<file path="config.mk">
export PLATFORM = sky130hd
export DESIGN_NAME = zq_update_sched
export DESIGN_NICKNAME = d
export VERILOG_FILES = /design/src/rtl/zq_sched_pkg.sv /design/src/rtl/zq_sched_ctrl.sv /design/src/rtl/zq_code_path.sv /design/src/rtl/zq_update_sched.sv
export SDC_FILE = /design/constraint.sdc
export NUM_CORES = 1
export LEC_CHECK = 0
export BUFFER_PORTS_ARGS = -buffer_cell sky130_fd_sc_hd__buf_2
export CAP_MARGIN = 20
export CORE_MARGIN = 2
export CORE_UTILIZATION = 50
export CTS_CLUSTER_SIZE = 24
export DETAILED_ROUTE_END_ITERATION = 12
export PLACE_DENSITY_LB_ADDON = 0.15
export SLEW_MARGIN = 20
export SYNTH_ARGS = -nofsm -noshare
export SYNTH_HDL_FRONTEND = slang
export SYNTH_HIERARCHICAL = 1
export SYNTH_SLANG_ARGS = --single-unit
</file>
<file path="constraint.sdc">
create_clock -name clk -period 2 [get_ports clk]
set_input_delay 0 -clock clk [delete_from_list [all_inputs] [get_ports clk]]
set_output_delay 0 -clock clk [all_outputs]
set_load 0.02 [all_outputs]
</file>
<file path="src/rtl/zq_sched_pkg.sv">
package zq_sched_pkg;
  typedef struct packed {
    logic load;
  } zqStrobe_t;
endpackage

</file>
<file path="src/rtl/zq_sched_ctrl.sv">
module zq_sched_ctrl
  import zq_sched_pkg::*;
#(
  parameter int GAP_CYCLES    = 32,
  parameter int SETTLE_CYCLES = 1024
) (
  input  logic      clk,
  input  logic      rst_n,
  input  logic      readActive,
  input  logic      outEnableN,
  output zqStrobe_t strobes,
  output logic      settled
);
  localparam int GAP_W    = $clog2(GAP_CYCLES + 1);
  localparam int SETTLE_W = $clog2(SETTLE_CYCLES + 1);

  logic [GAP_W-1:0]    gapCnt;
  logic [SETTLE_W-1:0] settleCnt;
  logic                gapFull;
  logic                quietCycle;

  assign gapFull    = (gapCnt == GAP_W'(GAP_CYCLES));
  assign quietCycle = !readActive || outEnableN;
  assign strobes.load = gapFull && quietCycle;
  assign settled    = (settleCnt == SETTLE_W'(SETTLE_CYCLES));

  always_ff @(posedge clk) begin
    if (!rst_n) begin
      gapCnt <= '0;
    end else if (strobes.load) begin
      gapCnt <= '0;
    end else if (!gapFull) begin
      gapCnt <= gapCnt + 1'b1;
    end
  end

  always_ff @(posedge clk) begin
    if (!rst_n) begin
      settleCnt <= '0;
    end else if (!readActive && !settled) begin
      settleCnt <= settleCnt + 1'b1;
    end
  end

  // pending update survives a driving read
  assert_pending_kept_R6: assert property (@(posedge clk) disable iff (!rst_n)
    (gapFull && !quietCycle) |=> gapFull);

  // settled never drops once raised
  assert_settled_sticky_R7: assert property (@(posedge clk) disable iff (!rst_n)
    settled |=> settled);

  // settling only advances on non-read cycles
  assert_settle_nonread_R7: assert property (@(posedge clk) disable iff (!rst_n)
    readActive |=> $stable(settleCnt));
endmodule

</file>
<file path="src/rtl/zq_code_path.sv">
module zq_code_path
  import zq_sched_pkg::*;
#(
  parameter int          CODE_W     = 6,
  parameter logic [5:0]  RESET_CODE = 6'd20,
  parameter int          GAP_CYCLES = 32
) (
  input  logic              clk,
  input  logic              rst_n,
  input  zqStrobe_t         strobes,
  input  logic [CODE_W-1:0] calCode,
  output logic [CODE_W-1:0] appliedCode,
  output logic              updStrobe
);
  localparam int GAP_W = $clog2(GAP_CYCLES + 1);

  always_ff @(posedge clk) begin
    if (!rst_n) begin
      appliedCode <= CODE_W'(RESET_CODE);
      updStrobe   <= 1'b0;
    end else begin
      updStrobe <= strobes.load;
      if (strobes.load) appliedCode <= calCode;
    end
  end

  // spacing monitor: cycles since the last visible strobe
  logic [GAP_W-1:0] sinceUpd;
  always_ff @(posedge clk) begin
    if (!rst_n) sinceUpd <= '0;
    else if (updStrobe) sinceUpd <= GAP_W'(1);
    else if (sinceUpd != GAP_W'(GAP_CYCLES)) sinceUpd <= sinceUpd + 1'b1;
  end

  assert_update_spacing_R2: assert property (@(posedge clk) disable iff (!rst_n)
    updStrobe |-> (sinceUpd == GAP_W'(GAP_CYCLES)));

  assert_single_pulse_R4: assert property (@(posedge clk) disable iff (!rst_n)
    updStrobe |=> !updStrobe);

  assert_code_held_R5: assert property (@(posedge clk) disable iff (!rst_n)
    !updStrobe |-> $stable(appliedCode));
endmodule

</file>
<file path="src/rtl/zq_update_sched.sv">
module zq_update_sched
  import zq_sched_pkg::*;
#(
  parameter int         CODE_W        = 6,
  parameter logic [5:0] RESET_CODE    = 6'd20,
  parameter int         GAP_CYCLES    = 32,
  parameter int         SETTLE_CYCLES = 1024
) (
  input  logic              clk,
  input  logic              rst_n,
  input  logic              readActive,
  input  logic              outEnableN,
  input  logic [CODE_W-1:0] calCode,
  output logic [CODE_W-1:0] appliedCode,
  output logic              updStrobe,
  output logic              settled
);
  zqStrobe_t strobes;

  zq_sched_ctrl #(
    .GAP_CYCLES(GAP_CYCLES),
    .SETTLE_CYCLES(SETTLE_CYCLES)
  ) i_ctrl (
    .clk(clk),
    .rst_n(rst_n),
    .readActive(readActive),
    .outEnableN(outEnableN),
    .strobes(strobes),
    .settled(settled)
  );

  zq_code_path #(
    .CODE_W(CODE_W),
    .RESET_CODE(RESET_CODE),
    .GAP_CYCLES(GAP_CYCLES)
  ) i_path (
    .clk(clk),
    .rst_n(rst_n),
    .strobes(strobes),
    .calCode(calCode),
    .appliedCode(appliedCode),
    .updStrobe(updStrobe)
  );

  // a visible strobe follows an idle edge only
  assert_idle_only_R3: assert property (@(posedge clk) disable iff (!rst_n)
    $rose(updStrobe) |-> $past(!readActive || outEnableN));
endmodule

</file>
==> results.sh <==
export IMPL_syn_avg_cell_area_um2=9.18
export IMPL_finalCoreUtilization_pct=62.6
export IMPL_worst_setup_path_type="reg2reg"
export IMPL_antenna_left=0
export IMPL_leakagePower_nw=0.538
export IMPL_critPathArrivalTime_ns=1.85
export IMPL_synth_top_area_share_pct=41.2
export IMPL_grt_ovfl_total=0
export IMPL_synth_cell_type_count=38
export IMPL_htreeDepth=1
export IMPL_max_stage_delay_ns=0.37
export IMPL_initial_core_util_pct=52.7
export IMPL_netlist_instances=127
export IMPL_fin_crit_sh_pct=82.7
export IMPL_die_h_um=52.3
export IMPL_cts_made_buffers=3
export IMPL_synth_fp_nets=141
export IMPL_place_gp_congestion=0.757
export IMPL_via_per_inst=5.48
export IMPL_synth_edf_count=0
export IMPL_coreArea_mm2=0.00221
export IMPL_netlist_area_mm2=0.00117
export IMPL_grt_pass1_vias=908
export IMPL_drt_initial_drc_count=12
export IMPL_period_minus_slack_ns=1.65
export IMPL_yosysTopAreaCell="dfxtp_1"
export IMPL_finalSetupViolCount=0
export IMPL_clk_path_buf_depth=2
export IMPL_dr_pass1_iters=4
export IMPL_grt_max_degree=24
export IMPL_min_to="i_path/appliedCode[2]"
export IMPL_cts_tree="yes"
export IMPL_vias=991
export IMPL_post_cts_buffers=0
export IMPL_synth_seq_cells=24
export IMPL_layout_nets=168
export IMPL_slew_viol_final=0
export IMPL_path_delay_family="simple AND/OR/NAND/NOR gates"
export IMPL_hp_start="rst_n"
export IMPL_drv_cap=0
export IMPL_clock_latency_ns=0.31
export IMPL_power_uw=891
export IMPL_worstPathCellList="inv_1, ha_1, nor4b_2, nand2_1, nor2_1, buf_4, mux2i_1, nand2_1"
export IMPL_io_buffer_count=17
export IMPL_cp_required_ns=2.20
export IMPL_die_area_mm2=0.00273
export IMPL_timing_fmax_ghz=0.605
export IMPL_final_hold_violation_count=0
export IMPL_yosysWarnings=6
export IMPL_diodes=0
export IMPL_grt_pass1_wl_um=3840
export IMPL_grt_usage_pct=18.7
export IMPL_setup_tns_final_ns=0
export IMPL_min_path_type="in2reg"
export IMPL_worst_path_buf_inv=2
export IMPL_placementRows=17
export IMPL_end_kind="flip-flop"
export IMPL_holdWs_ns=0.0224
export IMPL_drive_gt1_share_pct=19.6
export IMPL_status="finished, final reports clean"
export IMPL_synth_common_cells="24 x dfxtp_1, 11 x nand2_1, 8 x inv_1"
export IMPL_worst_pin_slew_ns=0.346
export IMPL_cts_root_buf="clkbuf_4"
export IMPL_drt_wl_total_um=2310
export IMPL_skew_ns=0.00173
export IMPL_seq_area_frac_synth_pct=41.2
export IMPL_die_x_um=52.3
export IMPL_synth_area_top_cells="dfxtp_1 41%, mux2i_1 6.0%, ha_1 4.3%"
export IMPL_clock_sinks=24
export IMPL_crit_top_cell="nand2_1"
export IMPL_rsz0062_at_grt="false"
export IMPL_critPathSlowestCell="dfxtp_1"
export IMPL_cp_start_kind="flip-flop"
export IMPL_critPathMaxFanout=7
export IMPL_r2r_cells=8
export IMPL_hold_path_depth=2
export IMPL_yosysMostFrequentCell="dfxtp_1"
export IMPL_vdd_drop_max_mv=0.421
export IMPL_wl_per_cell_um=12.8
export IMPL_p_per_area_mw_per_mm2=643
export IMPL_slew_headroom_pct=76.9
export IMPL_r2r_end="i_path/appliedCode[4]"
export IMPL_r2r_slack_ns=0.35
export IMPL_grt_antenna_before_repair=0
export IMPL_areaGrowthSynthToFinish_pct=18.8
export IMPL_r2r_start="i_ctrl/gapCnt[0]"
export IMPL_path_clk_slew_ns=0.13
export IMPL_async_reset_ff_share_pct=0
export IMPL_drc=0
export IMPL_hpwl_um=1630
export IMPL_synthFlopType="dfxtp_1"
export IMPL_ios=18
-- cell families (layout without fill, tap and decap cells) --
| kind of cell | after synthesis | count (layout) | share of synthesized area [%] |
|---|---|---|---|
| flops | 24 | 24 | 41.2 |
| simple gates | 55 | 55 | 29.2 |
| compound gates | 21 | 21 | 11.4 |
| xor+xnor | 5 | 5 | 3.76 |
| fa+ha+maj | 4 | 4 | 4.29 |
| mux | 7 | 7 | 6.01 |
| buf+inv | 11 | 37 | 4.18 |
-- final cells by class --
type,instances,area (um2)
fill,207,827
inverter,8,30.0
sequential,24,480
clock buffer,4,36.3
multi-input combinational,92,643
timing repair buffer,25,160
tap,28,35.0
-- flip-flops by register name, indices dropped and copies added, names as in the netlist --
| signal | cells |
|---|---|
| i_path/updStrobe | 1 |
| i_ctrl/settleCnt | 11 |
| i_path/appliedCode | 6 |
| i_ctrl/gapCnt | 6 |
-- what timing repair did --
item                       CTS  global route
hold buffers                 6             0
setup endpoints to repair    0             2
resized for setup            0             1
hold endpoints to repair     6             0
-- layout by cell type, fill, tap and decap left out, drive strengths merged, types with 5 or more instances in the layout --
cell / netlist / routed
buf: 1 / 19
mux2i: 7 / 7
nor2b: 5 / 5
o21ai: 6 / 6
nand3: 7 / 7
or4: 5 / 5
dfxtp: 24 / 24
a21oi: 6 / 6
inv: 8 / 8
nand2: 11 / 11
dlygate4sd3: 0 / 6
-- metrics by stage --
step / cells / worst slack (ns) / cell area (um2)
finish: 181 / 0.347 / 1390
floorplan: 127 / 0.284 / 1170
global placement: 171 / 0.345 / 1280
global route: 181 / 0.157 / 1390
CTS: 181 / 0.185 / 1380
detailed placement: 171 / 0.208 / 1280
-- how the worst max path moves through the flow --
stage | startpoint | endpoint | slack [ns] | depth (start not counted)
floorplan | i_ctrl/gapCnt[0] | i_path/appliedCode[2] | 0.28 | 8
finish | i_ctrl/gapCnt[0] | i_path/appliedCode[4] | 0.35 | 8
CTS | i_ctrl/gapCnt[0] | i_path/appliedCode[4] | 0.19 | 8
detailed placement | i_ctrl/gapCnt[0] | i_path/appliedCode[4] | 0.21 | 8
global placement | i_ctrl/gapCnt[0] | i_path/appliedCode[4] | 0.35 | 8
global route | i_ctrl/gapCnt[0] | i_path/appliedCode[4] | 0.16 | 8
-- per-layer routing --
metal / routed length, um / GRT usage (%) / vias up
met5: 0 / 0 / -
met4: 14 / 7.69 / 0
met2: 1140 / 32.7 / 14
met3: 59 / 2.57 / 2
li1: - / - / 510
met1: 1090 / 22.8 / 465
-- report_power, final --
group          total (mW)  internal, mW  leakage (nW)  switching (mW)
Clock               0.250         0.111        0.0210           0.139
Combinational       0.121        0.0615         0.323          0.0597
Sequential          0.520         0.496         0.195          0.0243
Total               0.891         0.668         0.538           0.223
No activity file was read; power rests on OpenSTA's default activity.
